$ cat config.mk
export PLATFORM = sky130hd
export DESIGN_NAME = nand_autoload_pingpong
export DESIGN_NICKNAME = d
export VERILOG_FILES = /design/src/rtl/nal_pkg.sv /design/src/rtl/nal_sequencer.sv /design/src/rtl/nal_ecc_tap.sv /design/src/rtl/nal_pingpong_buf.sv /design/src/rtl/nand_autoload_pingpong.sv
export SDC_FILE = /design/constraint.sdc
export NUM_CORES = 1
export LEC_CHECK = 0
export CAP_MARGIN = 20
export CORE_MARGIN = 2
export CORE_UTILIZATION = 64
export DETAILED_ROUTE_END_ITERATION = 16
export PLACE_DENSITY = 0.84
export SKIP_LAST_GASP = 1
export SYNTH_ARGS = -nofsm -noshare
export SYNTH_HDL_FRONTEND = slang
export SYNTH_SLANG_ARGS = --single-unit
$ cat constraint.sdc
create_clock -name clk -period 14.8 [get_ports clk]
set_clock_uncertainty 0.15 [all_clocks]
set_input_delay 1.48 -clock clk [delete_from_list [all_inputs] [get_ports clk]]
set_output_delay 1.48 -clock clk [all_outputs]
set_load 0.02 [all_outputs]
$ cat src/rtl/nal_pkg.sv
package nal_pkg;
  typedef enum logic [1:0] {
    SEQ_IDLE = 2'd0,
    SEQ_WAIT = 2'd1,
    SEQ_READ = 2'd2
  } seq_state_e;
endpackage

$ cat src/rtl/nal_sequencer.sv
module nal_sequencer #(
  parameter int PAGE_BYTES = 512
) (
  input  logic clk,
  input  logic rst,
  input  logic arm_lvl,
  input  logic rb,
  input  logic byte_take,
  output logic reading,
  output logic flush,
  output logic page_done
);
  import nal_pkg::*;

  localparam int CNT_W = $clog2(PAGE_BYTES);

  seq_state_e     state;
  logic           rb_q;
  logic           arm_q;
  logic [CNT_W-1:0] cnt;
  logic           last_byte;

  assign last_byte = (cnt == CNT_W'(PAGE_BYTES - 1));
  assign reading   = (state == SEQ_READ);
  assign flush     = ~arm_lvl;

  always_ff @(posedge clk) begin
    if (rst) begin
      state     <= SEQ_IDLE;
      rb_q      <= 1'b0;
      arm_q     <= 1'b0;
      cnt       <= '0;
      page_done <= 1'b0;
    end else begin
      rb_q      <= rb;
      arm_q     <= arm_lvl;
      page_done <= 1'b0;
      if (!arm_lvl) begin
        state <= SEQ_IDLE;
        cnt   <= '0;
      end else begin
        unique case (state)
          SEQ_IDLE: if (!arm_q) state <= SEQ_WAIT;
          SEQ_WAIT: if (rb && !rb_q) state <= SEQ_READ;
          SEQ_READ: begin
            if (byte_take) begin
              if (last_byte) begin
                cnt       <= '0;
                page_done <= 1'b1;
                state     <= SEQ_IDLE;
              end else begin
                cnt <= cnt + 1'b1;
              end
            end
          end
          default: state <= SEQ_IDLE;
        endcase
      end
    end
  end
endmodule

$ cat src/rtl/nal_ecc_tap.sv
module nal_ecc_tap #(
  parameter int BYTE_W = 8
) (
  input  logic              clk,
  input  logic              rst,
  input  logic              take,
  input  logic              use_rs,
  input  logic [BYTE_W-1:0] din,
  output logic [BYTE_W-1:0] ecc_byte,
  output logic              ham_stb,
  output logic              rs_stb
);
  always_ff @(posedge clk) begin
    if (rst) begin
      ecc_byte <= '0;
      ham_stb  <= 1'b0;
      rs_stb   <= 1'b0;
    end else begin
      ham_stb <= take & ~use_rs;
      rs_stb  <= take & use_rs;
      if (take) ecc_byte <= din;
    end
  end
endmodule

$ cat src/rtl/nal_pingpong_buf.sv
module nal_pingpong_buf #(
  parameter int LANES = 4,
  parameter int DEPTH = 4
) (
  input  logic                 clk,
  input  logic                 rst,
  input  logic                 flush,
  input  logic                 wr_en,
  input  logic [7:0]           wr_byte,
  output logic                 wr_full,
  input  logic                 dma_rd,
  output logic                 dma_req,
  output logic [8*LANES-1:0]   dma_rdata
);
  localparam int WORD_W     = 8 * LANES;
  localparam int BANK_BYTES = LANES * DEPTH;
  localparam int BI_W       = $clog2(BANK_BYTES);
  localparam int WI_W       = $clog2(DEPTH);
  localparam int LI_W       = $clog2(LANES);
  localparam int MEM_WORDS  = 2 * DEPTH;

  logic [WORD_W-1:0] mem [MEM_WORDS];

  logic              wr_bank;
  logic [BI_W-1:0]   wr_pos;
  logic [WORD_W-1:0] pack;
  logic [WORD_W-1:0] wr_word;
  logic [LI_W-1:0]   wr_lane;
  logic [WI_W-1:0]   wr_widx;
  logic              word_done;
  logic              bank_done;
  logic [1:0]        full;
  logic [1:0]        full_nx;
  logic              rd_bank;
  logic [WI_W-1:0]   rd_pos;
  logic              dma_take;
  logic              dma_last;

  assign wr_lane   = wr_pos[LI_W-1:0];
  assign wr_widx   = wr_pos[BI_W-1:LI_W];
  assign word_done = wr_en && (wr_lane == LI_W'(LANES - 1));
  assign bank_done = wr_en && (wr_pos == BI_W'(BANK_BYTES - 1));
  assign dma_take  = dma_rd && full[rd_bank] && !flush;
  assign dma_last  = dma_take && (rd_pos == WI_W'(DEPTH - 1));
  assign wr_full   = full[wr_bank];
  assign dma_req   = full[rd_bank];

  always_comb begin
    wr_word = pack;
    wr_word[WORD_W-8 +: 8] = wr_byte;
  end

  // bank flags: a bank is set by its last write and cleared by its last read
  for (genvar b = 0; b < 2; b++) begin : g_flag
    always_comb begin
      full_nx[b] = full[b];
      if (bank_done && (wr_bank == b[0])) full_nx[b] = 1'b1;
      if (dma_last && (rd_bank == b[0]))  full_nx[b] = 1'b0;
    end
  end

  // storage: plain synchronous write and registered read
  always_ff @(posedge clk) begin
    if (word_done) mem[{wr_bank, wr_widx}] <= wr_word;
  end

  always_ff @(posedge clk) begin
    if (rst) dma_rdata <= '0;
    else if (dma_take) dma_rdata <= mem[{rd_bank, rd_pos}];
  end

  always_ff @(posedge clk) begin
    if (rst || flush) begin
      wr_bank <= 1'b0;
      wr_pos  <= '0;
      pack    <= '0;
      full    <= '0;
      rd_bank <= 1'b0;
      rd_pos  <= '0;
    end else begin
      full <= full_nx;
      if (wr_en) begin
        pack[wr_lane*8 +: 8] <= wr_byte;
        wr_pos <= wr_pos + 1'b1;
        if (bank_done) wr_bank <= ~wr_bank;
      end
      if (dma_take) begin
        rd_pos <= rd_pos + 1'b1;
        if (dma_last) rd_bank <= ~rd_bank;
      end
    end
  end
endmodule

$ cat src/rtl/nand_autoload_pingpong.sv
module nand_autoload_pingpong #(
  parameter int PAGE_BYTES = 512,
  parameter int LANES      = 4,
  parameter int DEPTH      = 4
) (
  input  logic                 clk,
  input  logic                 rst,
  input  logic                 cfg_start,
  input  logic                 cfg_sel,
  input  logic                 cfg_ecc_rs,
  input  logic                 nand_rb,
  output logic                 nand_re,
  input  logic                 nand_ack,
  input  logic [7:0]           nand_din,
  output logic [7:0]           ecc_byte,
  output logic                 ecc_ham_stb,
  output logic                 ecc_rs_stb,
  input  logic                 dma_rd,
  output logic                 dma_req,
  output logic [8*LANES-1:0]   dma_rdata,
  output logic                 page_done
);
  logic arm_lvl;
  logic reading;
  logic flush;
  logic wr_full;
  logic byte_take;

  assign arm_lvl   = cfg_start & ~cfg_sel;
  assign nand_re   = reading & ~wr_full;
  assign byte_take = nand_re & nand_ack & arm_lvl;

  nal_sequencer #(.PAGE_BYTES(PAGE_BYTES)) u_seq (
    .clk       (clk),
    .rst       (rst),
    .arm_lvl   (arm_lvl),
    .rb        (nand_rb),
    .byte_take (byte_take),
    .reading   (reading),
    .flush     (flush),
    .page_done (page_done)
  );

  nal_ecc_tap #(.BYTE_W(8)) u_ecc (
    .clk      (clk),
    .rst      (rst),
    .take     (byte_take),
    .use_rs   (cfg_ecc_rs),
    .din      (nand_din),
    .ecc_byte (ecc_byte),
    .ham_stb  (ecc_ham_stb),
    .rs_stb   (ecc_rs_stb)
  );

  nal_pingpong_buf #(.LANES(LANES), .DEPTH(DEPTH)) u_buf (
    .clk       (clk),
    .rst       (rst),
    .flush     (flush),
    .wr_en     (byte_take),
    .wr_byte   (nand_din),
    .wr_full   (wr_full),
    .dma_rd    (dma_rd),
    .dma_req   (dma_req),
    .dma_rdata (dma_rdata)
  );
endmodule

Word level (Yosys, flattened, before mapping)
Memory sizes are Yosys's and may differ from the RTL's. A register that Yosys moved wholly into a read port is not among the register bits.
Index checks and enable logic that the tools add are counted.
{"block": "totals", "ff_bits": 66, "ram_bits": 256, "in_bits": 16, "output_inout_bits": 45, "memories": 1}
{"name": "u_buf.mem", "words": 8, "width": 32, "read_ports": 1, "rd_clocked_by_memory_dff": 1, "write_ports": 1, "line": "nal_pingpong_buf.sv:22", "rtl": "logic [WORD_W-1:0] mem [MEM_WORDS];"}
{"block": "op_classes", "add_sub_neg": 4, "order_cmp": 2, "eq_ne": 10, "shifts": 2, "mux": 14, "bitwise_logic": 14, "reduce_logical": 21}
{"operator": "negation 5 -> 34 bit", "n": 1}
{"operator": "variable shift 8 x 34 -> 32 bit, first input constant", "n": 1}
{"operator": "indexed part select 8 x 34 -> 32 bit", "n": 1}
{"operator": "bitwise mux 32 bit", "n": 1}
{"operator": "logical AND 1 bit", "n": 10}
{"operator": "adder 9 x 1 -> 9 bit, second input constant", "n": 1}
{"operator": "equality test 9 bit, second input constant", "n": 1}
{"operator": "2-to-1 mux 9 bit", "n": 1}
{"operator": "2-to-1 mux 2 bit", "n": 4}
{"operator": "NOT 1 bit", "n": 8}
{"operator": "2-to-1 mux 1 bit", "n": 7}
{"operator": "AND 1 bit", "n": 6}
{"operator": "equality test 2 bit, second input constant", "n": 3}
{"operator": "inequality test 2 x 1 -> 1 bit, second input constant", "n": 3}
{"operator": "case mux 2 bit (3 select lines)", "n": 1}
{"operator": "AND reduction 2 bit", "n": 3}
{"operator": "OR reduction 2 bit", "n": 3}
{"operator": "adder 4 x 1 -> 4 bit, second input constant", "n": 1}
{"operator": "equality test 4 bit, second input constant", "n": 1}
{"operator": "less-than comparator 1 x 2 -> 1 bit, second input constant", "n": 2}
{"operator": "AND reduction 4 bit", "n": 1}
{"operator": "OR reduction 4 bit", "n": 1}
{"operator": "adder 2 x 1 -> 2 bit, second input constant", "n": 1}
{"operator": "equality test 2 x 1 -> 1 bit, second input constant", "n": 1}
{"operator": "other kinds (4)", "n": 4}

Logic depth before layout (Yosys ltp)
Gate-level depths: netlist of the first run.
{"block": "depth", "word_depth": 9, "depth_mapped": 7, "depth_no_buf": 6}

Hierarchy
Synthesis of the first run repeated with hierarchy kept, for this count alone.
{"block": "unflattened", "cells_unflattened": 741, "area_unflattened_um2": 13051.3}
{"mod": "nal_pingpong_buf", "instances": 1, "cells_per_inst": 640, "area_per_inst_um2": 12067.8, "seq_area_each_um2": 9008.6}
{"mod": "nal_sequencer", "instances": 1, "cells_per_inst": 68, "area_per_inst_um2": 613.1, "seq_area_each_um2": 280.3}
{"mod": "nal_ecc_tap", "instances": 1, "cells_per_inst": 30, "area_per_inst_um2": 351.6, "seq_area_each_um2": 200.2}
{"mod": "nand_autoload_pingpong", "instances": 1, "cells_per_inst": 3, "area_per_inst_um2": 18.8, "seq_area_each_um2": 0.0}

Least setup slack after synthesis of the first run
No wires, ideal clock.
{"block": "synth_path", "path_kind": "input to register", "startpoint": "input port nand_ack", "endpoint": "memory u_buf.mem[2][0] (netlist name), enable pin", "setup_time_ns": 0.513, "arrival_time_ns": 5.553, "slack_ns": 8.585, "path_stages": 4, "cell_sequence": "nand3b_1 > nor3_2 > nand2_1 > nor4b_1"}
{"block": "synth_between", "elab_chain_cells": 5}
{"element": "start: declaration", "line": "nand_autoload_pingpong.sv:13", "rtl": "input logic nand_ack,"}
{"element": "AND 1 bit (2 in a row)", "line": "nand_autoload_pingpong.sv:31", "rtl": "assign byte_take = nand_re & nand_ack & arm_lvl;"}
{"element": "logical AND 1 bit", "line": "nal_pingpong_buf.sv:41", "rtl": "assign word_done = wr_en && (wr_lane == LI_W'(LANES - 1));"}
{"element": "2-to-1 mux 1 bit", "line": "nal_pingpong_buf.sv:64", "rtl": "if (word_done) mem[{wr_bank, wr_widx}] <= wr_word;"}
{"element": "2-to-1 mux 1 bit (not written as such)", "line": "nal_pingpong_buf.sv:64"}
{"element": "end: declaration", "line": "nal_pingpong_buf.sv:22"}
Every way passes these cells.

Final worst setup path of the first run
{"block": "layout_path", "startpoint": "register u_buf.wr_bank", "endpoint": "output port nand_re"}
{"block": "layout_between", "elab_chain_cells": 4}
{"element": "start: declaration", "line": "nal_pingpong_buf.sv:24", "rtl": "logic wr_bank;"}
{"element": "start signal: assignment", "line": "nal_pingpong_buf.sv:85", "rtl": "if (bank_done) wr_bank <= ~wr_bank;"}
{"element": "2-to-1 mux 1 bit (not written as such) (2 in a row)", "line": "nal_pingpong_buf.sv:45", "rtl": "assign wr_full = full[wr_bank];"}
{"element": "NOT 1 bit", "line": "nand_autoload_pingpong.sv:30", "rtl": "assign nand_re = reading & ~wr_full;"}
{"element": "AND 1 bit", "line": "nand_autoload_pingpong.sv:30"}
{"element": "end: declaration", "line": "nand_autoload_pingpong.sv:12", "rtl": "output logic nand_re,"}
Every way passes these cells. The select of a mux whose other input is x is not followed.

==> results of run 1 <==
-- synthesized netlist by cell type, types with 2 or more instances --
library cell and n:
edfxtp_1 256, dfxtp_1 90, mux4_2 64, nor2_1 46, nand2_1 42, nor3_1 34, o22ai_1 32, clkbuf_1 31
o21ai_0 19, a21oi_1 17, nand3_1 17, nand4_1 13, buf_2 9, a22o_1 8, ha_1 8, nor4_1 6
buf_1 5, inv_1 4, nand3b_1 4, nor4b_1 4, xnor2_1 4, xor2_1 4, and3_1 3, nand2b_1 3
nor2b_1 3, or3_1 3, and3b_1 2, mux2i_1 2
-- layer usage --
| layer | vias up | share of wire, % | routed length [µm] |
|---|---|---|---|
| li1 | 3068 | - | - |
| met1 | 3724 | 37 | 11000 |
| met2 | 441 | 51 | 15000 |
| met3 | 75 | 8.0 | 2350 |
| met4 | 0 | 3.3 | 959 |
| met5 | - | 0 | 0 |
-- power by group through the flow --
stage	clock, mW	sequential, mW	combinational [mW]
global route	0.800	1.03	0.0164
global placement	0	1.05	0.0146
CTS	0.761	1.03	0.0154
finish	0.762	1.03	0.0158
detailed placement	0	1.05	0.0155
floorplan	0	1.05	0.00452
-- registers in the layout, indices dropped and copies added, names as in the netlist --
| register | count |
|---|---|
| u_buf.wr_bank | 1 |
| u_buf.rd_bank | 1 |
| u_buf.dma_rdata | 32 |
| u_buf.wr_pos | 4 |
| u_buf.mem | 256 |
| u_seq.page_done | 1 |
| u_buf.rd_pos | 2 |
| u_buf.full | 2 |
| u_seq.rb_q | 1 |
| u_ecc.ham_stb | 1 |
| u_seq.state | 2 |
| u_ecc.ecc_byte | 8 |
| u_seq.cnt | 9 |
| u_ecc.rs_stb | 1 |
| u_seq.arm_q | 1 |
| u_buf.pack | 24 |
-- layout make-up --
class,instances,area share (%)
inverters,4,0.102
clock inverters,14,0.742
clock buffers,43,5.73
repair buffers,77,4.93
well taps,265,2.26
flip-flops and latches,346,64.7
multi-input cells,353,21.5
-- worst min path at each step --
stage / start / end / slack (ps) / cells after the start
floorplan: u_seq.cnt[8]$_SDFFE_PP0P_ / u_seq.cnt[8]$_SDFFE_PP0P_ / 290 / 2
CTS: u_ecc.ecc_byte[6]$_SDFFE_PP0P_ / u_ecc.ecc_byte[6]$_SDFFE_PP0P_ / 320 / 2
finish: u_ecc.ecc_byte[6]$_SDFFE_PP0P_ / u_ecc.ecc_byte[6]$_SDFFE_PP0P_ / 320 / 2
global route: u_ecc.ecc_byte[6]$_SDFFE_PP0P_ / u_ecc.ecc_byte[6]$_SDFFE_PP0P_ / 350 / 2
global placement: u_ecc.ecc_byte[5]$_SDFFE_PP0P_ / u_ecc.ecc_byte[5]$_SDFFE_PP0P_ / 300 / 2
detailed placement: u_seq.cnt[8]$_SDFFE_PP0P_ / u_seq.cnt[8]$_SDFFE_PP0P_ / 310 / 2
-- critical path, stage by stage (launching register included) --
cell             delay [ps]
dfxtp_1                 620
mux2_4                  390
nor2_1                  120
clkdlybuf4s50_1         610
-- kinds of logic (layout without fill, tap and decap cells) --
family	after synthesis	count (layout)
AOI/OAI and AO/OA	81	81
buffers and inverters	50	138
muxes	68	68
DFF	346	346
adders and majority gates	8	8
and+or+nand+nor	188	188
xor gates and xnor gates	8	8
-- per-stage QoR --
stage	utilization [%]	instances
finish	75.1	1102
global route	75.1	1102
CTS	75.1	1102
detailed placement	70.2	1045
global placement	70.2	1045
floorplan	-	749
==> results_dict.tcl, run 1 <==
set metrics [dict create \
    fmax_mhz 256 \
    hpwl_mm 16.0 \
    grt_pass1_vias 7720 \
    cts_max_path_buffers 3 \
    slew_violations 0 \
    track_usage_pct 28.2 \
    first_pass_iters 5 \
    cp.arrival_ps 2280 \
    core_area_um2 19500 \
    synth_edf_count 256 \
    synth.area.mux_share_pct 11.6 \
    end_kind "output pin" \
    areaGrowthSynthToFinish_pct 14.6 \
    synth_area_per_cell_um2 17.1 \
    initial_core_util_pct 65.5 \
    yosys-top-cells-area "edfxtp_1 60%, dfxtp_1 14%, mux4_2 11%" \
    cap_viol_max_count 0 \
    met1_usage_pct 37.1 \
    drtIter0Drc 815 \
    synthAdderAreaFrac_pct 0.782 \
    async_flop_share_pct 0 \
    synth-compound-area-share_pct 3.86 \
    grt_first_pass_wirelength_mm 45.1 \
    fin_setup_tns_ps 0 \
    design_area_um2 14700 \
    swShare_pct 19.1 \
    postCtsHoldBufs 0 \
    regArea_um2 9490 \
    ys_warn_count 0 \
    slew_headroom_pct 29.8 \
    syn_nets 773 \
    yosys.area_share.simple_pct 7.43 \
    netlist_instances 749 \
    path_clk_slew_ps 60 \
    drc 0 \
    path_class "reg2out" \
    grt_use_met2_pct 47.6 \
    mostFrequentLayoutCells "256 x edfxtp_1, 88 x dfxtp_1, 64 x mux4_2" \
    ys_seq_elements 346 \
    reg2reg_setup_slack_ps 11620 \
    synth_cell_types 44 \
    die-height_um 145 \
    antenna_found_initial 0 \
    ioPinCount 61 \
    vias 7308 \
    nNetsFinal 837 \
    grt_max_degree 68 \
    grt-busiest-layer "met2" \
    synth_top_family_by_area "multiplexers" \
    totalWireLength_mm 29.3 \
    status "completed" \
    r2r_start "u_buf.wr_bank$_SDFFE_PP0P_" \
    hold_viol_final 0 \
    multi_input_area_um2 3150 \
    r2r-end "u_buf.mem[5][23]$_DFFE_PP_" \
    final_common_cell "edfxtp_1" \
    synth-main-ff-cell "edfxtp_1" \
    endpoint "nand_re" \
    worstHoldPathType "reg2reg" \
    rows 51 \
    h-tree-depth 1 \
    n_fill_cell 1073 \
    antenna_left 0 \
    r2r_cells 4 \
    pwr-share-clk_pct 42.1 \
    seqPwrFrac_pct 57.0 \
    min_period_over_period_pct 26.4 \
    fp.dieArea_um2 21100 \
    synth_area_um2 12800 \
    clk_latency_ps 550 \
    ctsResizeCount 0 \
    critPathMaxFanout 10 \
    crit_required_ps 13170 \
    worstMarginPinSlew_ps 1050 \
    ys_seq_area_share_pct 74.1 \
    p_total_mw 1.81 \
    setup_slack_ps 10890 \
    post-cts-setup-buffer-count 0 \
    place_congestion 0.792 \
    power_switching_mw 0.345 \
    diodes 0 \
    synth.top_cell.area_share_pct 60.1 \
    dpl_cell_area_um2 13700 \
    final_layout_size_suffix_gt1_share_pct 16.5 \
    cts_made_buffers 31 \
    die_w_um 145 \
    startpoint "u_buf.wr_bank$_SDFFE_PP0P_" \
    combPwrFrac_pct 0.9 \
    clock-sinks 346 \
    power.density_nw_per_um2 123 \
    critPathLaunchType "flip-flop" \
    intPower_mw 1.46 \
    met3_usage_pct 5.05 \
    period_minus_slack_ps 3910 \
    timing.hold.ws_ps 321 \
    cts_root_buf "clkbuf_16" \
    setup-violations-final 0 \
    grt_remaining_overflow 0 \
    rsz0062_at_grt "false" \
    dp_slack_ps 10430 \
    vias_per_cell 6.63 \
    port_buffers 60 \
    wire_per_inst_um 26.6 \
    ir_drop_v 0.000105 \
    synthXorXnorAreaFrac_pct 0.547 \
    cts_tree "built" \
    p_leak_nw 4.74 \
    synth_top_cell_by_area "edfxtp_1" \
]
(Power assumes the default switching activity.)
==> inputs of run 2 (changes only) <==
--- a/config.mk
+++ b/config.mk
@@ -7,9 +7,9 @@
 export LEC_CHECK = 0
 export CAP_MARGIN = 20
 export CORE_MARGIN = 2
-export CORE_UTILIZATION = 64
+export CORE_UTILIZATION = 54
 export DETAILED_ROUTE_END_ITERATION = 16
-export PLACE_DENSITY = 0.84
+export PLACE_DENSITY = 0.75
 export SKIP_LAST_GASP = 1
 export SYNTH_ARGS = -nofsm -noshare
 export SYNTH_HDL_FRONTEND = slang
==> constraint.sdc (replaced) <==
create_clock -name clk -period 3.35 [get_ports clk]
set_clock_uncertainty 0.15 [all_clocks]
set_input_delay 0.335 -clock clk [delete_from_list [all_inputs] [get_ports clk]]
set_output_delay 0.335 -clock clk [all_outputs]
set_load 0.02 [all_outputs]
==> run 2 against run 1 <==
Register-to-register slack lost 11000 ps. Critical endpoint unchanged. Core utilization down 11 points. Largest cell class unchanged. Via count fell by 4.7%. Sequential share of layout area shrank 1.4 points. Clock power rose to 4.8 times the previous value. Critical path depth stayed put.
==> results_dict.tcl, run 2 (same netlist as run 1, synthesis figures left out) <==
set metrics [dict create \
    slew_violations 0 \
    areaGrowthSynthToFinish_pct 17.1 \
    wire_per_inst_um 22.9 \
    ioPinCount 61 \
    power_switching_mw 1.57 \
    setup_slack_ps 461 \
    p_leak_nw 5.12 \
    worstMarginPinSlew_ps 1010 \
    top_register "u_buf.mem" \
    vias 6966 \
    first_pass_iters 5 \
    critPathLaunchType "flip-flop" \
    n_fill_cell 1619 \
    antenna_found_initial 0 \
    end_kind "output pin" \
    timing.hold.ws_ps 262 \
    vias_per_cell 5.97 \
    rsz0062_at_grt "false" \
    cts_max_path_buffers 3 \
    path_class "reg2out" \
    setup-violations-final 0 \
    critPathMaxFanout 10 \
    antenna_left 0 \
    final_common_cell "edfxtp_1" \
    crit_required_ps 2860 \
    drtIter0Drc 643 \
    min_period_over_period_pct 86.2 \
    pwr-share-clk_pct 44.0 \
    final_layout_size_suffix_gt1_share_pct 17.7 \
    power.density_nw_per_um2 552 \
    p_total_mw 8.27 \
    drc 0 \
    ir_drop_v 0.000324 \
    grt_first_pass_wirelength_mm 41.3 \
    grt_max_degree 68 \
    clk_latency_ps 510 \
    ctsResizeCount 0 \
    dp_slack_ps 505 \
    rows 56 \
    dpl_cell_area_um2 13900 \
    seqPwrFrac_pct 55.1 \
    die_w_um 158 \
    path_clk_slew_ps 70 \
    mostFrequentLayoutCells "256 x edfxtp_1, 88 x dfxtp_1, 64 x mux4_2" \
    cap_viol_max_count 0 \
    intPower_mw 6.70 \
    combPwrFrac_pct 0.9 \
    nNetsFinal 846 \
    port_buffers 60 \
    totalWireLength_mm 26.7 \
    grt_remaining_overflow 0 \
    hold_viol_final 0 \
    worstHoldPathType "in2reg" \
    fmax_mhz 346 \
    cts_made_buffers 35 \
    period_minus_slack_ps 2890 \
    fp.dieArea_um2 24900 \
    clock-sinks 346 \
    top_regs "u_buf.mem x256, u_buf.dma_rdata x32, u_buf.pack x24" \
    final-instance-count-excl-fill 1167 \
    postCtsHoldBufs 0 \
    track_usage_pct 22.3 \
    largest_reg_flops 256 \
    slew_headroom_pct 32.7 \
    initial_core_util_pct 54.7 \
    post-cts-setup-buffer-count 0 \
    h-tree-depth 2 \
    placed_cells 1104 \
    cp.arrival_ps 2400 \
    swShare_pct 19.0 \
    place_congestion 0.764 \
    core_area_um2 23400 \
    cts_tree "built" \
    status "completed" \
    diodes 0 \
    hpwl_mm 15.4 \
    cts_root_buf "clkbuf_16" \
    die-height_um 158 \
    design_area_um2 15000 \
    grt_pass1_vias 7227 \
]
run 2: changes by cell type in the layout (fill, tap and decap cells not counted), sizes merged:
| cell | before | now |
|---|---|---|
| inv | 4 | 5 |
| buf | 18 | 23 |
| bufinv | 2 | 1 |
| clkinv | 12 | 14 |
| clkbuf | 43 | 47 |
run 2: power groups by stage:
stage               clock network, mW  logic (mW)  registers, mW
floorplan                           0      0.0201           4.65
global placement                    0      0.0702           4.65
detailed placement                  0      0.0729           4.65
CTS                              3.71      0.0733           4.55
global route                     3.88      0.0777           4.55
finish                           3.64      0.0735           4.55
run 2: cell type report:
cell class | count | area, µm² | area share (%)
Sequential cell | 346 | 9490 | 63.3
Multi-Input combinational cell | 353 | 3210 | 21.4
Clock buffer | 47 | 973 | 6.49
Timing Repair Buffer | 82 | 798 | 5.33
Tap cell | 319 | 399 | 2.66
Clock inverter | 16 | 103 | 0.684
Inverter | 4 | 15.0 | 0.100
run 2: routing by layer:
layer | track usage (%) | routed length [µm] | up-vias
met5 | 0 | 0 | -
met4 | 6.18 | 531 | 0
met3 | 4.13 | 1590 | 47
met2 | 38.4 | 13700 | 231
met1 | 29.4 | 10900 | 3586
li1 | - | - | 3102
run 2: through the flow:
step	utilization, %	TNS (ps)
finish	64.1	0
CTS	64.1	0
detailed placement	59.5	0
global route	64.1	0
global placement	59.5	0
floorplan	-	-33830
run 2: worst max-delay path, cell delays in order, from the launching register on:
cell,delay [ps]
dfxtp_1,740
mux2_4,410
nor2_1,140
clkdlybuf4s50_1,610
run 2: worst paths after layout:
path                            depth (start not counted)  slack [ps]                         end                       start
worst max-delay path                                    3         460                     nand_re  u_buf.wr_bank$_SDFFE_PP0P_
worst min-delay path                                    2         260    u_ecc.ham_stb$_SDFF_PP0_                  cfg_ecc_rs
worst max register to register                          4         480  u_buf.mem[3][31]$_DFFE_PP_  u_buf.wr_bank$_SDFFE_PP0P_
worst min register to register                          2         320   u_seq.cnt[8]$_SDFFE_PP0P_   u_seq.cnt[8]$_SDFFE_PP0P_
==> inputs of run 3 (changes only) <==
--- a/config.mk
+++ b/config.mk
@@ -5,11 +5,11 @@
 export SDC_FILE = /design/constraint.sdc
 export NUM_CORES = 1
 export LEC_CHECK = 0
-export CAP_MARGIN = 20
+export CAP_MARGIN = 30
 export CORE_MARGIN = 2
 export CORE_UTILIZATION = 54
 export DETAILED_ROUTE_END_ITERATION = 16
-export PLACE_DENSITY = 0.75
+export PLACE_DENSITY = 0.82
 export SKIP_LAST_GASP = 1
 export SYNTH_ARGS = -nofsm -noshare
 export SYNTH_HDL_FRONTEND = slang
==> run 3 against run 2 <==
Count of clock-buffer cells in the layout grew 4. Cell count unchanged. Non-clock buffer count did not move. Via count rose by 2.1%. Largest power group unchanged. Worst setup slack better by 250 ps. Design area up 1.1%.
==> results_dict.tcl, run 3 (same netlist as run 1, synthesis figures left out) <==
set metrics [dict create \
    drc 0 \
    post-cts-setup-buffer-count 0 \
    path_clk_slew_ps 50 \
    ioPinCount 61 \
    grt_remaining_overflow 0 \
    drtIter0Drc 790 \
    die_w_um 158 \
    core_area_um2 23400 \
    rows 56 \
    diodes 0 \
    antenna_found_initial 1 \
    slew_violations 0 \
    cp_cell_sequence "buf_4, mux2_4, nor2_1, clkdlybuf4s50_1" \
    fp.dieArea_um2 24900 \
    final_common_cell "edfxtp_1" \
    fin_setup_tns_ps 0 \
    critPathMaxFanout 10 \
    min_period_over_period_pct 78.8 \
    track_usage_pct 22.5 \
    path_class "reg2out" \
    clock-sinks 346 \
    p_leak_nw 5.19 \
    cpMaxStageDelayCell "clkdlybuf4s50_1" \
    cap_viol_max_count 0 \
    end_kind "output pin" \
    port_buffers 60 \
    critical_path_buf_inv_count 2 \
    place_congestion 0.787 \
    setup-violations-final 0 \
    cp.arrival_ps 2150 \
    cts_tree "built" \
    ir_drop_v 0.000389 \
    worstHoldPathType "in2reg" \
    ctsResizeCount 0 \
    hpwl_mm 15.4 \
    vias_per_cell 6.10 \
    cpPeakStageDelay_ps 620 \
    n_fill_cell 1583 \
    top_regs "u_buf.mem x256, u_buf.dma_rdata x32, u_buf.pack x24" \
    fmax_mhz 379 \
    grt_pass1_vias 7124 \
    areaGrowthSynthToFinish_pct 18.4 \
    cts_root_buf "clkbuf_16" \
    vias 7115 \
    slew_headroom_pct 37.1 \
    largest_reg_flops 256 \
    timing.hold.ws_ps 265 \
    postCtsHoldBufs 0 \
    top_register "u_buf.mem" \
    cts_made_buffers 35 \
    cts_max_path_buffers 3 \
    period_minus_slack_ps 2640 \
    first_pass_iters 5 \
    die-height_um 158 \
    crit_required_ps 2860 \
    path_delay_family "buffers and inverters" \
    grt_max_degree 68 \
    h-tree-depth 2 \
    status "completed" \
    rsz0062_at_grt "false" \
    totalWireLength_mm 27.2 \
    critPathLaunchType "flip-flop" \
    hold_viol_final 0 \
    worstMarginPinSlew_ps 943 \
    nNetsFinal 846 \
    initial_core_util_pct 54.7 \
    grt_first_pass_wirelength_mm 41.4 \
    mostFrequentLayoutCells "256 x edfxtp_1, 88 x dfxtp_1, 64 x mux4_2" \
    wire_per_inst_um 23.3 \
    final_layout_size_suffix_gt1_share_pct 18.5 \
    clk_latency_ps 520 \
    antenna_left 0 \
    power.density_nw_per_um2 566 \
]
run 3: path summary, 6_finish.rpt:
kind                            cells past startpoint                         end  slack (ps)                  startpoint
worst max register to register                      5  u_buf.mem[4][20]$_DFFE_PP_         860  u_buf.wr_bank$_SDFFE_PP0P_
worst min-delay path                                2       u_seq.rb_q$_SDFF_PP0_         270                     nand_rb
worst min register to register                      2   u_seq.cnt[8]$_SDFFE_PP0P_         310   u_seq.cnt[8]$_SDFFE_PP0P_
worst max-delay path                                4                     nand_re         710  u_buf.wr_bank$_SDFFE_PP0P_
run 3: worst reg2reg max path, cell delays in order (launching register included):
cell and delay, ps:
dfxtp_1 300, buf_4 220, mux2i_1 350, nand3_1 410
nor3_4 290, buf_4 410
run 3: area by class of cell:
type / instances / area [µm²] / share of cell area, %
clock buffers: 51 / 1060 / 6.98
clock inverters: 12 / 125 / 0.826
inverters: 4 / 15.0 / 0.0991
multi-input cells: 353 / 3210 / 21.2
flip-flops and latches: 346 / 9490 / 62.7
well taps: 319 / 399 / 2.63
repair buffers: 82 / 848 / 5.60
run 3: metrics by stage:
stage / total power [mW] / area [µm²] / worst slack, ps / util [%] / cells
after floorplan: 4.67 / 12800 / -427 / - / 749
after global placement: 4.72 / 14000 / 716 / 59.7 / 1104
after detailed placement: 4.72 / 14000 / 639 / 59.7 / 1104
after CTS: 8.61 / 15200 / 688 / 64.7 / 1167
after global routing: 8.77 / 15200 / 639 / 64.7 / 1167
final: 8.57 / 15200 / 711 / 64.7 / 1167
run 3: power by group:
part | switching, mW | total, mW | internal [mW]
registers | 0.000897 | 4.55 | 4.55
logic | 0.0522 | 0.0728 | 0.0205
clock network | 1.59 | 3.94 | 2.35
total | 1.64 | 8.57 | 6.93
run 3: per-layer routing:
layer,vias up,part of all wire [%],track usage (%)
met1,3611,39,30.5
met4,2,2.5,7.12
met2,351,50,37.4
li1,3094,-,-
met3,57,8.8,4.41
met5,-,0.048,0
